## config.mk

```make
export PLATFORM = sky130hd
export DESIGN_NAME = adc_regfront
export DESIGN_NICKNAME = d
export VERILOG_FILES = /design/src/rtl/adc_regfront_pkg.sv /design/src/rtl/adc_settle_ctr.sv /design/src/rtl/adc_conv_seq.sv /design/src/rtl/adc_regfront.sv
export SDC_FILE = /design/constraint.sdc
export NUM_CORES = 1
export LEC_CHECK = 0
export BUFFER_PORTS_ARGS = -buffer_cell sky130_fd_sc_hd__buf_4
export CAP_MARGIN = 10
export CORE_MARGIN = 3
export CORE_UTILIZATION = 53
export DETAILED_ROUTE_END_ITERATION = 6
export PLACE_DENSITY = 0.85
export SLEW_MARGIN = 15
export SYNTH_ARGS = -nofsm -noshare
export SYNTH_HDL_FRONTEND = slang
export SYNTH_SLANG_ARGS = --single-unit
export TNS_END_PERCENT = 30
```

## constraint.sdc

```tcl
create_clock -name clk -period 5.6 [get_ports clk]
set_input_delay 1.12 -clock clk [delete_from_list [all_inputs] [get_ports clk]]
set_output_delay 1.12 -clock clk [all_outputs]
set_load 0.1 [all_outputs]
```

## src/rtl/adc_regfront_pkg.sv

```systemverilog
package adc_regfront_pkg;
    localparam logic [7:0] OFS_CFG  = 8'h00;
    localparam logic [7:0] OFS_RES  = 8'h04;
    localparam logic [7:0] OFS_STAT = 8'h08;
    localparam logic [7:0] OFS_SRC  = 8'h0C;
    localparam logic [7:0] OFS_PWR  = 8'h10;
    localparam logic [7:0] OFS_DBG  = 8'h14;
    localparam logic [7:0] OFS_CNT  = 8'h20;

    localparam int CFG_GO_BIT     = 4;
    localparam int CFG_SINGLE_BIT = 5;
    localparam int PWR_BIT        = 0;
    localparam int DBG_PEND_BIT   = 0;
    localparam int DBG_BUSY_BIT   = 1;
endpackage

```

## src/rtl/adc_settle_ctr.sv

```systemverilog
module adc_settle_ctr #(
    parameter int SETTLE_CYC = 8
) (
    input  logic clk,
    input  logic rst_n,
    input  logic pwr_dn,
    input  logic load,
    input  logic clear,
    output logic ready
);
    localparam int CW = $clog2(SETTLE_CYC + 1);

    logic [CW-1:0] cnt_d, cnt_q;

    always_comb begin
        cnt_d = cnt_q;
        if (clear) begin
            cnt_d = '0;
        end else if (load) begin
            cnt_d = CW'(SETTLE_CYC);
        end else if (cnt_q != '0) begin
            cnt_d = cnt_q - 1'b1;
        end
    end

    always_ff @(posedge clk or negedge rst_n) begin
        if (!rst_n) cnt_q <= '0;
        else        cnt_q <= cnt_d;
    end

    assign ready = !pwr_dn && (cnt_q == '0);

    // the first powered-up cycle is never ready
    p_settle_hold_r3: assert property (@(posedge clk) disable iff (!rst_n)
        $fell(pwr_dn) |-> !ready);
endmodule

```

## src/rtl/adc_conv_seq.sv

```systemverilog
module adc_conv_seq #(
    parameter int CH_W   = 3,
    parameter int DATA_W = 10,
    parameter int CNT_W  = 16
) (
    input  logic              clk,
    input  logic              rst_n,
    input  logic              start_req,
    input  logic [CH_W-1:0]   req_chan,
    input  logic              ready,
    input  logic              abort,
    input  logic              core_done,
    input  logic [DATA_W-1:0] core_data,
    output logic              core_conv,
    output logic [CH_W-1:0]   core_chan,
    output logic              go_pend,
    output logic              busy,
    output logic              eoc,
    output logic [DATA_W-1:0] result,
    output logic [CH_W-1:0]   src_chan,
    output logic [CNT_W-1:0]  done_cnt
);
    typedef struct packed {
        logic              go;
        logic              busy;
        logic              conv;
        logic              eoc;
        logic [CH_W-1:0]   ichan;
        logic [DATA_W-1:0] result;
        logic [CH_W-1:0]   src;
        logic [CNT_W-1:0]  cnt;
    } seq_t;

    seq_t s_d, s_q;

    always_comb begin
        s_d      = s_q;
        s_d.conv = 1'b0;
        if (core_done && s_q.busy) begin
            s_d.result = core_data;
            s_d.src    = s_q.ichan;
            s_d.eoc    = 1'b1;
            s_d.cnt    = s_q.cnt + 1'b1;
            s_d.busy   = 1'b0;
        end
        if (s_q.go && ready && !abort) begin
            s_d.go   = 1'b0;
            s_d.busy = 1'b1;
            s_d.conv = 1'b1;
        end
        if (start_req) begin
            s_d.go    = 1'b1;
            s_d.eoc   = 1'b0;
            s_d.ichan = req_chan;
        end
        if (abort) begin
            s_d.go   = 1'b0;
            s_d.busy = 1'b0;
        end
    end

    always_ff @(posedge clk or negedge rst_n) begin
        if (!rst_n) s_q <= '0;
        else        s_q <= s_d;
    end

    assign core_conv = s_q.conv;
    assign core_chan = s_q.ichan;
    assign go_pend   = s_q.go;
    assign busy      = s_q.busy;
    assign eoc       = s_q.eoc;
    assign result    = s_q.result;
    assign src_chan  = s_q.src;
    assign done_cnt  = s_q.cnt;

    p_conv_single_r5: assert property (@(posedge clk) disable iff (!rst_n)
        s_q.conv |=> !s_q.conv);

    p_go_exit_r5: assert property (@(posedge clk) disable iff (!rst_n)
        $fell(s_q.go) |-> (s_q.conv || $past(abort)));

    p_eoc_source_r6: assert property (@(posedge clk) disable iff (!rst_n)
        $rose(s_q.eoc) |-> $past(core_done));

    p_idle_done_r8: assert property (@(posedge clk) disable iff (!rst_n)
        (core_done && !s_q.busy) |=> $stable(s_q.result));

    p_count_step_r7: assert property (@(posedge clk) disable iff (!rst_n)
        (s_q.cnt != $past(s_q.cnt)) |-> (s_q.cnt == CNT_W'($past(s_q.cnt) + 1'b1)));
endmodule

```

## src/rtl/adc_regfront.sv

```systemverilog
module adc_regfront
    import adc_regfront_pkg::*;
#(
    parameter int NUM_CH     = 8,
    parameter int DATA_W     = 10,
    parameter int CNT_W      = 16,
    parameter int SETTLE_CYC = 8,
    localparam int CH_W      = (NUM_CH > 1) ? $clog2(NUM_CH) : 1
) (
    input  logic              clk,
    input  logic              rst_n,
    input  logic              bus_sel,
    input  logic              bus_wr,
    input  logic [7:0]        bus_addr,
    input  logic [31:0]       bus_wdata,
    output logic [31:0]       bus_rdata,
    output logic              core_pwrdn,
    output logic              core_conv,
    output logic [CH_W-1:0]   core_chan,
    input  logic              core_done,
    input  logic [DATA_W-1:0] core_data
);
    typedef struct packed {
        logic [CH_W-1:0] chan;
        logic            single;
        logic            pwrdn;
    } cfg_t;

    cfg_t c_d, c_q;

    logic              wr_hit;
    logic              cfg_take, start_req, pd_set, pu_evt;
    logic              ready, go_pend, busy, eoc;
    logic [DATA_W-1:0] result;
    logic [CH_W-1:0]   src_chan;
    logic [CNT_W-1:0]  done_cnt;
    logic              unused_wdata;

    assign wr_hit       = bus_sel && bus_wr;
    assign unused_wdata = ^bus_wdata;

    always_comb begin
        c_d       = c_q;
        cfg_take  = wr_hit && (bus_addr == OFS_CFG) && !go_pend && !busy;
        start_req = cfg_take && bus_wdata[CFG_GO_BIT] && !c_q.pwrdn;
        pd_set    = wr_hit && (bus_addr == OFS_PWR) && bus_wdata[PWR_BIT];
        pu_evt    = wr_hit && (bus_addr == OFS_PWR) && !bus_wdata[PWR_BIT] && c_q.pwrdn;
        if (cfg_take) begin
            c_d.chan   = bus_wdata[CH_W-1:0];
            c_d.single = bus_wdata[CFG_SINGLE_BIT];
        end
        if (pd_set)      c_d.pwrdn = 1'b1;
        else if (pu_evt) c_d.pwrdn = 1'b0;
    end

    always_ff @(posedge clk or negedge rst_n) begin
        if (!rst_n) c_q <= '{chan: '0, single: 1'b0, pwrdn: 1'b1};
        else        c_q <= c_d;
    end

    adc_settle_ctr #(.SETTLE_CYC(SETTLE_CYC)) u_settle (
        .clk    (clk),
        .rst_n  (rst_n),
        .pwr_dn (c_q.pwrdn),
        .load   (pu_evt),
        .clear  (pd_set),
        .ready  (ready)
    );

    adc_conv_seq #(.CH_W(CH_W), .DATA_W(DATA_W), .CNT_W(CNT_W)) u_seq (
        .clk       (clk),
        .rst_n     (rst_n),
        .start_req (start_req),
        .req_chan  (bus_wdata[CH_W-1:0]),
        .ready     (ready),
        .abort     (pd_set),
        .core_done (core_done),
        .core_data (core_data),
        .core_conv (core_conv),
        .core_chan (core_chan),
        .go_pend   (go_pend),
        .busy      (busy),
        .eoc       (eoc),
        .result    (result),
        .src_chan  (src_chan),
        .done_cnt  (done_cnt)
    );

    always_comb begin
        bus_rdata = '0;
        if (bus_sel) begin
            case (bus_addr)
                OFS_CFG: begin
                    bus_rdata[CH_W-1:0]      = c_q.chan;
                    bus_rdata[CFG_GO_BIT]     = go_pend;
                    bus_rdata[CFG_SINGLE_BIT] = c_q.single;
                end
                OFS_RES:  bus_rdata[DATA_W-1:0] = result;
                OFS_STAT: bus_rdata[0]          = eoc;
                OFS_SRC:  bus_rdata[CH_W-1:0]   = src_chan;
                OFS_PWR:  bus_rdata[PWR_BIT]    = c_q.pwrdn;
                OFS_DBG: begin
                    bus_rdata[DBG_PEND_BIT] = go_pend;
                    bus_rdata[DBG_BUSY_BIT] = busy;
                end
                OFS_CNT:  bus_rdata[CNT_W-1:0]  = done_cnt;
                default:  bus_rdata = '0;
            endcase
        end
    end

    assign core_pwrdn = c_q.pwrdn;

    // cycles spent powered up, saturating; used only by the checks below
    logic [3:0] up_cnt_q;
    always_ff @(posedge clk or negedge rst_n) begin
        if (!rst_n)               up_cnt_q <= '0;
        else if (c_q.pwrdn)       up_cnt_q <= '0;
        else if (up_cnt_q != 4'hF) up_cnt_q <= up_cnt_q + 1'b1;
    end

    p_min_settle_r3: assert property (@(posedge clk) disable iff (!rst_n)
        core_conv |-> (up_cnt_q >= 4'd6));

    p_conv_powered_r10: assert property (@(posedge clk) disable iff (!rst_n)
        core_conv |-> !core_pwrdn);
endmodule

```

# == After elaboration in Yosys (flattened, before gate mapping) ==
# Index checks and enable logic that the tools add are counted.
# word_totals
latchBits,0
out_inout_bits,37
input_bits,55
reg_bits,45
wordCells,66
mem_count,0
ramBits,0
rom_bits,0
# op_classes
eq_ne,6
addsub,2
shifts,0
bitwise,0
magnitude_cmp,0
mux,19
n_reduce_logical,27
mul,0
div_mod_pow,0
# op_table
operator,n
"16-bit by 1-bit adder with 16-bit output, second input constant",1
"8-bit by 4-bit == test with 1-bit output, second input constant",2
"8-bit by 5-bit == test with 1-bit output, second input constant",2
16-bit 2-to-1 mux,1
4-bit 2-to-1 mux,4
1-bit logical AND,14
3-bit nonzero test,3
"8-bit by 3-bit == test with 1-bit output, second input constant",1
"8-bit by 6-bit == test with 1-bit output, second input constant",1
8-bit logical NOT,1
4-bit case mux with 2 select lines,1
1-bit case mux with 7 select lines,1
6-bit 2-to-1 mux,1
2-bit case mux with 3 select lines,1
1-bit logical NOT,5
1-bit 2-to-1 mux,5
1-bit case mux with 5 select lines,1
4-bit logical NOT,1
1-bit case mux with 4 select lines,1
2-bit nonzero test,2
4-bit nonzero test,1
"4-bit by 1-bit subtractor with 4-bit output, second input constant",1
3-bit 2-to-1 mux,1
2-bit 2-to-1 mux,1
1-bit case mux with 2 select lines,1

# == Depth between registers and ports, before layout ==
# logic_depth
depth_word,8
depth_mapped,6
ltp_nobuf,6

# == By module ==
# A second synthesis with hierarchy kept.
# hier_totals
cells_unflattened,222
hier_area_um2,2411.1
# by_module_without_submodules
mod,seq_area_each_um2,n_inst,cells_per_inst,area_per_inst_um2
adc_conv_seq,900.9,1,104,1426.4
adc_regfront,126.4,1,97,772.0
adc_settle_ctr,100.1,1,21,212.7

# == Worst setup path after synthesis ==
# No wires, ideal clock.
# synth_timing
path_type,input to output
start,input bus_addr[4]
end,output bus_rdata[1]
t_arrival_ps,3989
n_path_buf,1
t_required_ps,4480
slack_ps,491
path_stages,4
path_cell_list,buf_6 > nor4_4 > nand4_1 > a211oi_1
# synth_between
elab_chain_cells,3
word_cells_on_any_way,7
classes_between,eq/ne: 4; mux: 2; reduce/logical: 1
# synth_rtl
element,line,rtl
start: declaration,adc_regfront.sv:14,"input logic [7:0] bus_addr,"
"8-bit by 6-bit == test with 1-bit output, or another cell as far along",adc_regfront.sv:92,case (bus_addr)
1-bit case mux with 5 select lines (*),adc_regfront.sv:92,
16-bit 2-to-1 mux (*),adc_regfront.sv:91,if (bus_sel) begin
end: declaration,adc_regfront.sv:16,"output logic [31:0] bus_rdata,"
# Every way passes the cells marked *; elsewhere a longest branch is shown, timed or not.

# == Final worst setup path ==
# layout_timing
start,input bus_addr[1]
end,output bus_rdata[3]
# layout_between
elab_chain_cells,3
word_cells_on_any_way,4
classes_between,eq/ne: 2; mux: 2
# layout_rtl
element,line
8-bit by 6-bit == test with 1-bit output or 8-bit by 3-bit == test with 1-bit output (tied branches),adc_regfront.sv:92
1-bit case mux with 2 select lines (*),adc_regfront.sv:92
16-bit 2-to-1 mux (*),adc_regfront.sv:91
# Marked as above.

==> metrics <==
htree depth 2; area share of the largest cell type after synthesis 0.451; hold buffer count at cts 0; Avg WL per Cell approximately 15 um; relative slew slack 0.494; initial core utilization 0.553; Hold Crit Depth 1; clock latency on the worst-skew pair around 0.29 ns; clk_skew 0.00964 ns; setup bufs post-CTS 0; sequential cell area fraction in the yosys report 0.462; reg2reg start u_seq.busy$_DFFE_PN0P_; critical path data arrival time approximately 2.9 ns; die area around 0.0055 mm^2; reg2reg end u_seq.core_chan[0]$_DFFE_PN0P_; Syn-to-layout area delta 17.9%; Peak VDD IR 0.000180 V; DR vias approximately 1800; total power per unit cell area around 270 mW/mm^2; grt peak-use layer met2; Die X between 70 and 80 um; proportion of layout cells with a drive suffix above 1 0.318; Post-synth EDFFs 0; CP bufs+invs 2; FF+latch count, synth 45; CTS tree built; first-pass GRT wire length slightly below 8000 um; vias in the first global route about 1700; die boundary height between 70 and 80 um; DRT iter0 DRCs between 100 and 150; GRT Util Overall 0.189; clock root buffer clkbuf_8; WHS Endpoint u_seq.done_cnt[15]$_DFFE_PN0P_; Most used DFF post-synth dfrtp_1; Crit Path Max Fanout 11; outcome complete, no violations; Resized cells post-CTS 0; Post-Syn Instances approximately 230; Worst-Margin Slew ~0.76 ns; top-count cell post-synth dfrtp_1; Synth Area per Inst between 10 and 15 um^2; CTS Buf Count 5; RSZ-0062 raised after global routing no; cells taking the most area after synthesis dfrtp_1 45%, mux2_2 11%, buf_4 4.9%; CP Launch Type input pin; number of vias per cell between 5 and 6; pin count of the biggest net entering global routing 46; Critical Path Stages 6; initial antenna violation count 0; peak per-stage delay on the critical path roughly 0.53 ns; Critical Path RT about 4.5 ns; critical path class in -> out; Worst-path clk slew ~0.090 ns; Detail Route Antenna Nets 0; Most common cell on crit path buf_4; Synth Cell Area between 0.002 and 0.0025 mm^2; endpoints failing hold 0; post-synth cell types 48; Slew Limit Fails 0; GR Overflow Total 0; Port-buffer cells 48; met2 usage 0.318; met1 track demand over resource 0.238; Synth async-reset ratio 1.00; Static Leak about 1.4 nW; fin util 0.652; Layout Nets 330; drt first pass iters 4; boundary pin count between 90 and 100; diode count 0; crit-path leading delay family simple AND/OR/NAND/NOR gates; post-synth top area cell dfrtp_1; slowest stage cell on the critical path nor2_1; Commonest cells post-synth 44 x dfrtp_1, 24 x mux2_2, 18 x nor2_1; Detail Placement HPWL around 3500 um; setup tns final 0 ns; Site Rows 24; max_cap viols 0; Tcrit/Tclk final 0.724; Power, Total between 700 and 800 uW; Placer Congestion 0.788; Worst Setup End Kind primary output; CTS Sinks 45; Achievable Freq approximately 250 MHz; Ys Warns 0; CORE AREA 0.00441 mm^2; Min-Delay Path Class reg -> reg; drc violations 0; worst reg2reg setup slack about 3.9 ns; worst hold start u_seq.done_cnt[15]$_DFFE_PN0P_; Final min period 4.06 ns; final wirelength ~4700 um; worst path cell trace buf_4 -> nor3b_4 -> nand3_1 -> nor2_1 -> a22o_1 -> buf_4; Global Route met3 Usage 0.0506; clock buffer depth 2; Final Setup Violations 0; R2R depth 4
==> layout make-up <==
type                            count  area, um^2
Clock buffer                        5        68.8
Timing Repair Buffer               48         360
Inverter                            4        15.0
Fill cell                         367        1540
Clock inverter                      3        46.3
Tap cell                           52        65.1
Multi-Input combinational cell    169        1200
Sequential cell                    45        1130
==> power breakdown <==
group / leakage, nW / internal (mW) / switching, mW
clock network: 0.0543 / 0.133 / 0.108
registers: 0.595 / 0.353 / 0.0203
logic: 0.740 / 0.0579 / 0.102
total: 1.39 / 0.544 / 0.231
==> cell usage in the layout, fill, tap and decap left out, types with 2 or more instances in the layout <==
| cell type | netlist | routed |
|---|---|---|
| a211oi_1 | 2 | 2 |
| a21oi_1 | 5 | 5 |
| a22o_1 | 5 | 5 |
| a22oi_1 | 2 | 2 |
| a2bb2oi_1 | 2 | 2 |
| and2_1 | 8 | 8 |
| and3_1 | 2 | 2 |
| buf_4 | 16 | 48 |
| clkbuf_8 | 0 | 5 |
| conb_1 | 1 | 16 |
| dfrtp_1 | 44 | 44 |
| ha_1 | 2 | 2 |
| inv_1 | 4 | 4 |
| mux2_2 | 24 | 24 |
| mux2i_1 | 4 | 4 |
| nand2_1 | 17 | 17 |
| nand3_1 | 10 | 10 |
| nand4_1 | 5 | 5 |
| nand4b_1 | 2 | 2 |
| nor2_1 | 18 | 18 |
| nor2b_1 | 2 | 2 |
| nor3_1 | 4 | 4 |
| nor3b_4 | 2 | 2 |
| o21ai_0 | 3 | 3 |
| xnor2_1 | 11 | 11 |
| xor2_1 | 5 | 5 |
==> cells by family (layout without fill, tap and decap cells) <==
| logic type | count (synthesis) | after routing | share of synthesized area |
|---|---|---|---|
| buf+inv | 28 | 60 | 0.0717 |
| flops | 45 | 45 | 0.462 |
| mux | 28 | 28 | 0.127 |
| simple gates | 81 | 81 | 0.194 |
| compound gates | 26 | 26 | 0.0763 |
| xor+xnor | 16 | 16 | 0.0574 |
| fa+ha+maj | 2 | 2 | 0.0102 |
| other cells | 1 | 16 | 0.00154 |
==> worst register-to-register path, cell delays in order (launching register included) <==
cell and delay, ns:
dfrtp_1 0.46, nor2_1 0.20, nand4_4 0.19, nor3b_4 0.36, mux2_2 0.37
==> per-stage QoR <==
step                std cells  hold WS, ns  setup WS (ns)  cell area (um^2)
finish                    326        0.480           1.54              2880
CTS                       326        0.484           1.48              2880
global placement          318        0.453           1.58              2760
floorplan                 242        0.437          0.491              2500
detailed placement        318        0.471           1.48              2760
global route              326        0.494           1.38              2880
==> worst max path at each step <==
stage / slack [ns] / startpoint / to
floorplan: 0.49 / bus_addr[4] / bus_rdata[1]
detailed placement: 1.48 / bus_addr[1] / bus_rdata[3]
CTS: 1.48 / bus_addr[1] / bus_rdata[3]
global placement: 1.58 / bus_addr[1] / bus_rdata[3]
finish: 1.54 / bus_addr[1] / bus_rdata[3]
global route: 1.38 / bus_addr[1] / bus_rdata[3]
==> routing by layer <==
metal  wire length [um]  up-vias
li1                   -      862
met1               1970      874
met2               2390       63
met3                320        7
met4                 61        0
met5                  0        -
==> sequential cells by signal, summed over array words and instances, names as in the netlist <==
name / cells
u_seq.go_pend: 1
u_seq.eoc: 1
u_seq.result: 10
c_q: 4
u_settle.cnt_q: 4
core_pwrdn: 1
u_seq.core_conv: 1
u_seq.busy: 1
u_seq.core_chan: 3
u_seq.src_chan: 3
u_seq.done_cnt: 16
(Power assumes the default switching activity.)
